--- config.mk ---
export PLATFORM = sky130hd
export DESIGN_NAME = sync_hunt_rx
export DESIGN_NICKNAME = d
export VERILOG_FILES = /design/src/rtl/sync_hunt_pkg.sv /design/src/rtl/sync_hunt_ctrl.sv /design/src/rtl/sync_hunt_dp.sv /design/src/rtl/sync_hunt_rx.sv
export SDC_FILE = /design/constraint.sdc
export NUM_CORES = 1
export LEC_CHECK = 0
export ABC_AREA = 1
export BUFFER_PORTS_ARGS = -buffer_cell sky130_fd_sc_hd__clkbuf_2
export CAP_MARGIN = 0
export CORE_ASPECT_RATIO = 1.2
export CORE_MARGIN = 5
export CORE_UTILIZATION = 40
export CTS_CLUSTER_SIZE = 28
export DETAILED_ROUTE_END_ITERATION = 16
export PLACE_DENSITY = 0.6
export REMOVE_ABC_BUFFERS = 1
export SLEW_MARGIN = 0
export SYNTH_ARGS = -nofsm -noshare
export SYNTH_HDL_FRONTEND = slang
export SYNTH_SLANG_ARGS = --single-unit
--- constraint.sdc ---
create_clock -name clk -period 3.6 [get_ports clk]
set_clock_uncertainty 0.15 [all_clocks]
set_input_delay 0.54 -clock clk [delete_from_list [all_inputs] [get_ports clk]]
set_output_delay 0.54 -clock clk [all_outputs]
set_load 0.02 [all_outputs]
--- src/rtl/sync_hunt_pkg.sv ---
package sync_hunt_pkg;
  typedef struct packed {
    logic shiftEn;
    logic clearHist;
    logic charDone;
    logic commit;
  } ctrlStrobesT;
endpackage

--- src/rtl/sync_hunt_ctrl.sv ---
module sync_hunt_ctrl
  import sync_hunt_pkg::*;
#(
  parameter int CHAR_W = 8
) (
  input  logic        clk,
  input  logic        rstN,
  input  logic        bitValid,
  input  logic        enterHunt,
  input  logic        modeBisync,
  input  logic [1:0]  syncLen,
  input  logic        patternMatch,
  output ctrlStrobesT strobes,
  output logic        inSync
);
  localparam int HIST_W  = 2 * CHAR_W;
  localparam int SHORT_W = CHAR_W - 2;
  localparam int FILL_W  = $clog2(HIST_W + 1);
  localparam int CNT_W   = $clog2(CHAR_W);

  logic [FILL_W-1:0] fillCnt, fillNext, winLen;
  logic [CNT_W-1:0]  bitCnt;
  logic              pendValid, lastBit, accept, huntHit;

  always_comb begin
    case (syncLen)
      2'd0:    winLen = modeBisync ? FILL_W'(2 * SHORT_W) : FILL_W'(SHORT_W);
      2'd1:    winLen = modeBisync ? FILL_W'(HIST_W) : FILL_W'(CHAR_W);
      default: winLen = FILL_W'(HIST_W);
    endcase
  end

  always_comb begin
    fillNext = (fillCnt == FILL_W'(HIST_W)) ? fillCnt : fillCnt + 1'b1;
    lastBit  = (bitCnt == CNT_W'(CHAR_W - 1));
    accept   = bitValid && !enterHunt;
    huntHit  = accept && !inSync && patternMatch && (fillNext >= winLen);
    strobes.shiftEn   = accept;
    strobes.clearHist = enterHunt;
    strobes.charDone  = accept && inSync && lastBit;
    strobes.commit    = accept && inSync && lastBit && pendValid;
  end

  always_ff @(posedge clk or negedge rstN) begin
    if (!rstN) begin
      inSync    <= 1'b0;
      fillCnt   <= '0;
      bitCnt    <= '0;
      pendValid <= 1'b0;
    end else if (enterHunt) begin
      inSync    <= 1'b0;
      fillCnt   <= '0;
      bitCnt    <= '0;
      pendValid <= 1'b0;
    end else if (bitValid) begin
      if (!inSync) begin
        fillCnt <= fillNext;
        if (huntHit) begin
          inSync <= 1'b1;
          bitCnt <= '0;
        end
      end else begin
        bitCnt <= lastBit ? '0 : bitCnt + 1'b1;
        if (lastBit) pendValid <= 1'b1;
      end
    end
  end
endmodule

--- src/rtl/sync_hunt_dp.sv ---
module sync_hunt_dp
  import sync_hunt_pkg::*;
#(
  parameter int          CHAR_W     = 8,
  parameter int          CRC_W      = 16,
  parameter logic [15:0] POLY_CRC16 = 16'hA001,
  parameter logic [15:0] POLY_CCITT = 16'h8408
) (
  input  logic              clk,
  input  logic              rstN,
  input  logic              rxBit,
  input  logic              modeBisync,
  input  logic [1:0]        syncLen,
  input  logic [CHAR_W-1:0] syncChar1,
  input  logic [CHAR_W-1:0] syncChar2,
  input  logic              crcSel,
  input  logic              crcReset,
  input  logic              crcInclude,
  input  ctrlStrobesT       strobes,
  output logic              patternMatch,
  output logic [CHAR_W-1:0] charData,
  output logic              charValid,
  output logic [CRC_W-1:0]  crcValue
);
  localparam int HIST_W  = 2 * CHAR_W;
  localparam int SHORT_W = CHAR_W - 2;

  logic [HIST_W-1:0] hist, nextHist;
  logic [CHAR_W-1:0] pendChar, newChar;
  logic [CRC_W-1:0]  poly, crcNext;
  logic winShort, winChar, winLong, winBiShort;

  function automatic logic [CRC_W-1:0] crcStep(input logic [CRC_W-1:0] c,
                                               input logic [CHAR_W-1:0] d,
                                               input logic [CRC_W-1:0] p);
    logic [CRC_W-1:0] r;
    r = c;
    for (int i = 0; i < CHAR_W; i++) begin
      if (r[0] ^ d[i]) r = (r >> 1) ^ p;
      else             r = r >> 1;
    end
    return r;
  endfunction

  always_comb begin
    nextHist   = {rxBit, hist[HIST_W-1:1]};
    newChar    = nextHist[HIST_W-1 -: CHAR_W];
    winShort   = nextHist[HIST_W-1 -: SHORT_W] == syncChar2[SHORT_W-1:0];
    winChar    = newChar == syncChar2;
    winLong    = nextHist == {syncChar2, syncChar1};
    winBiShort = nextHist[HIST_W-1 -: 2*SHORT_W] ==
                 {syncChar2[SHORT_W-1:0], syncChar1[SHORT_W-1:0]};
    case (syncLen)
      2'd0:    patternMatch = modeBisync ? winBiShort : winShort;
      2'd1:    patternMatch = modeBisync ? winLong : winChar;
      default: patternMatch = winLong;
    endcase
    poly    = crcSel ? CRC_W'(POLY_CCITT) : CRC_W'(POLY_CRC16);
    crcNext = crcStep(crcValue, pendChar, poly);
  end

  always_ff @(posedge clk or negedge rstN) begin
    if (!rstN) begin
      hist      <= '0;
      pendChar  <= '0;
      charData  <= '0;
      charValid <= 1'b0;
      crcValue  <= '1;
    end else begin
      if (strobes.clearHist)    hist <= '0;
      else if (strobes.shiftEn) hist <= nextHist;
      charValid <= strobes.charDone;
      if (strobes.charDone) begin
        charData <= newChar;
        pendChar <= newChar;
      end
      if (crcReset)                             crcValue <= '1;
      else if (strobes.commit && crcInclude)    crcValue <= crcNext;
    end
  end
endmodule

--- src/rtl/sync_hunt_rx.sv ---
module sync_hunt_rx
  import sync_hunt_pkg::*;
(
  input  logic        clk,
  input  logic        rstN,
  input  logic        bitValid,
  input  logic        rxBit,
  input  logic        modeBisync,
  input  logic [1:0]  syncLen,
  input  logic [7:0]  syncChar1,
  input  logic [7:0]  syncChar2,
  input  logic        enterHunt,
  input  logic        crcSel,
  input  logic        crcReset,
  input  logic        crcInclude,
  output logic        inSync,
  output logic [7:0]  charData,
  output logic        charValid,
  output logic [15:0] crcValue
);
  ctrlStrobesT strobes;
  logic        patternMatch;

  sync_hunt_ctrl #(.CHAR_W(8)) u_ctrl (
    .clk(clk), .rstN(rstN), .bitValid(bitValid), .enterHunt(enterHunt),
    .modeBisync(modeBisync), .syncLen(syncLen), .patternMatch(patternMatch),
    .strobes(strobes), .inSync(inSync)
  );

  sync_hunt_dp #(.CHAR_W(8), .CRC_W(16)) u_dp (
    .clk(clk), .rstN(rstN), .rxBit(rxBit), .modeBisync(modeBisync),
    .syncLen(syncLen), .syncChar1(syncChar1), .syncChar2(syncChar2),
    .crcSel(crcSel), .crcReset(crcReset), .crcInclude(crcInclude),
    .strobes(strobes), .patternMatch(patternMatch), .charData(charData),
    .charValid(charValid), .crcValue(crcValue)
  );
endmodule

==> results.md <==
* Final HPWL DP at between 6 and 7 mm
* CORE AREA at 7620 µm²
* Die Y at about 110 µm
* Final setup fails at 0
* Ant. Diodes at 0
* Starting Density at 40.77%
* Share of layout cells above drive strength 1 at 24.66%
* Complex-gate fraction of the synthesized area at 14.90%
* Global Route Usage Sum at 16.73%
* Final cycle utilization of the critical path at between 70% and 80%
* Xor and xnor area share after synthesis at 9.021%
* Number of global-route vias before repair at 2,756
* Multiplexer share of the synthesized area at 0%
* Total congestion overflow at 0
* Maximum clock path buffer count at 2
* Die area at 9637 µm²
* Root Buffer: clkbuf_8
* Post-layout min period at 2.771 ns
* I/O pin count at 53
* Initial DRC Count at 82
* Number of max-cap violations at 0
* Fin. max-slew vios at 0
* CTS Buf Count at 5
* Final net count at 480
* Most used cell, CP: nand3_2
* Post-route setup TNS at 0 ns
* Pwr/cell area at 327.0 nW/µm²
* Commonest non-fill, non-tap cells in the layout: nand2_1, inv_1, clkbuf_2, dfrtp_1, nor2_1
* Synth Area in Simple Gates at between 20% and 30%
* Critical path class: flop to flop
* Row cnt at 35
* Crit. End Element: flop
* Synth cell types at 33
* Mapped Avg Cell Area at between 8 and 9 µm²
* Fmax at 360.9 MHz
* Crit path cell chain: inv_2 -> nand2_1 -> nand3_2 -> nand2_4 -> nand3_2 -> nand2_1 -> nand3_1 -> nand2_2 -> nand3_2 -> nand3_1 -> nand3_2 -> nand3_1 -> nand3_2 -> nand2_1 -> nand2_2 -> nand3_2 -> nand2_2 -> nand2_4 -> nand2_4 -> nand2_1 -> nand2_1 -> a21oi_2
* Mapped Area at 3107 µm²
* Final ANT Viol Nets at 0
* Post-synthesis register bit count at 50
* Adder-cell share of the synthesized area at under 10%
* Hold Path Class: input port to asynchronous set/reset pin
* DRC errors left at 0
* Fraction of the yosys area taken by sequential cells at 40.92%
* Overall routed net length at 7.708 mm
* Synth Instances at 388
* Synthesis warning total at 0
* CTS tree: built
* TritonCTS Sinks at 50
* Via Count at 2,730
* Htree depth at 2
* Final Hold Fails at 0
* DR WL/cell at 14.33 µm
* Final Instance Area at 3585 µm²
* Post-CTS Hold Buffers at 0
* Max IR drop VDD at 0.0001791 V
* Most common cell after layout, fill and taps aside: nand2_1
* First-pass GRT wire length at 13.24 mm
* Critical Path AT at 2.86 ns
* Worst path required time at 3.69 ns
* Initial antenna violation count at 0
* CP Launch Type: flop
* Placed cell areas at 3478 µm²
* Pin count of the biggest net entering global routing at 39
* Clock transition at path regs at around 0.09 ns
* Post-cts gate resize count at 0
* Crit path largest cell delay at approximately 0.60 ns
* Slew margin rel. at 34.09%
* Outcome: finished, final reports clean
* Detail-routed via count per cell at 5.074
* Crit path max fanout at 5
* TritonRoute pass-1 iters at 4
* Slew @ Worst Pin at 0.9886 ns
* Unrepaired setup endpoints after global routing: no
* Clk_lat worst skew at 0.30 ns
* Largest family of logic cells by synthesized area: simple AND/OR/NAND/NOR gates
* Area growth syn-to-layout at 15.38%
* Leak Pwr at approximately 0.0018 µW
* IO Port Bufs at 52
* Post-CTS setup buffer count at 0
* Die width at 90.45 µm
* Placer congestion estimate at roughly 0.95
* CP max-delay cell: dfstp_2
==> area by class of cell <==
type / count / area [µm²]
Fill cell: 794 / 4035
Multi-Input combinational cell: 268 / 1558
Sequential cell: 50 / 1271
Timing Repair Buffer: 57 / 297.8
Inverter: 63 / 236.5
Tap cell: 92 / 115.1
Clock buffer: 7 / 76.32
Clock inverter: 1 / 30.03
==> stage by stage <==
step                utilization (%)  cells  hold WS [ns]  power, µW  setup slack (ns)
floorplan                         -    381       0.09441      716.6            0.8754
global placement              45.65    530        0.3231      787.1            0.7633
detailed placement            45.65    530        0.3499      789.5            0.5949
CTS                           47.04    538        0.2714       1188            0.8100
global route                  47.04    538        0.3095       1237            0.4684
finish                        47.04    538        0.2415       1172            0.8292
==> kinds of logic after synthesis <==
| family | Yosys count |
|---|---|
| flops | 50 |
| compound gates | 76 |
| simple gates | 152 |
| xor+xnor | 32 |
| fa+ha+maj | 8 |
| buf+inv | 70 |
==> synthesized netlist by cell type, drive strengths merged <==
library cell  instances  area [µm²]
nor3                  2       10.01
o221ai                1       8.760
a22oi                 2       15.01
o21a                  3       22.52
nor2                 32       120.1
a211oi                1       7.510
a21oi                16       95.09
o21ai                25       125.1
o2111ai               5       43.79
inv                  63       236.5
nor4                  3       18.77
buf                   3       16.26
dfstp                16       420.4
o22ai                21       131.4
nand3                19       140.1
ha                    8       100.1
xnor2                12       105.1
a31oi                 1       6.260
xor2                 20       175.2
nand2                87       369.1
nand4                 6       37.54
clkbuf                4       25.02
dfrtp                34       850.8
or2                   3       18.77
a21boi                1       7.510
==> registers in the layout, indices dropped and copies added (netlist names) <==
name              flops
u_dp.charData         8
u_ctrl.inSync         1
u_dp.hist            15
u_dp.charValid        1
u_ctrl.bitCnt         3
u_dp.crcValue        16
u_ctrl.fillCnt        5
u_ctrl.pendValid      1
==> power by group <==
part	internal (µW)	switching, µW	total, µW
combinational	68.8	129	198
clock	208	186	394
sequential	571	8.49	580
==> path summary, 6_finish.rpt <==
path                                              start                       endpoint  slack (ns)  depth (start not counted)
max reg2reg                u_dp.crcValue[0]$_DFFE_PN1P_  u_dp.crcValue[10]$_DFFE_PN1P_        0.83                         22
max                        u_dp.crcValue[0]$_DFFE_PN1P_  u_dp.crcValue[10]$_DFFE_PN1P_        0.83                         22
max in group asynchronous                          rstN  u_dp.crcValue[13]$_DFFE_PN1P_        2.26                          2
min                                                rstN       u_dp.charValid$_DFF_PN0_        0.24                          1
min reg2reg                u_ctrl.bitCnt[2]$_DFFE_PN0P_   u_ctrl.bitCnt[2]$_DFFE_PN0P_        0.36                          2
min in group clk           u_ctrl.bitCnt[2]$_DFFE_PN0P_   u_ctrl.bitCnt[2]$_DFFE_PN0P_        0.36                          2
==> metal layers <==
layer,GRT usage (%),vias to the layer above,share of wire [%]
li1,-,1376,-
met1,19.71,1274,41
met3,3.255,14,4.4
met2,30.13,66,52
met5,0,-,0
met4,5.851,0,2.4
==> critical path, delay by kind of cell, from the launching register on <==
kind,cells,cell delay (ns)
simple gates,20,1.81
flops,1,0.60
compound gates,1,0.11
buf+inv,1,0.05
Power figures use the tool's default switching activity.
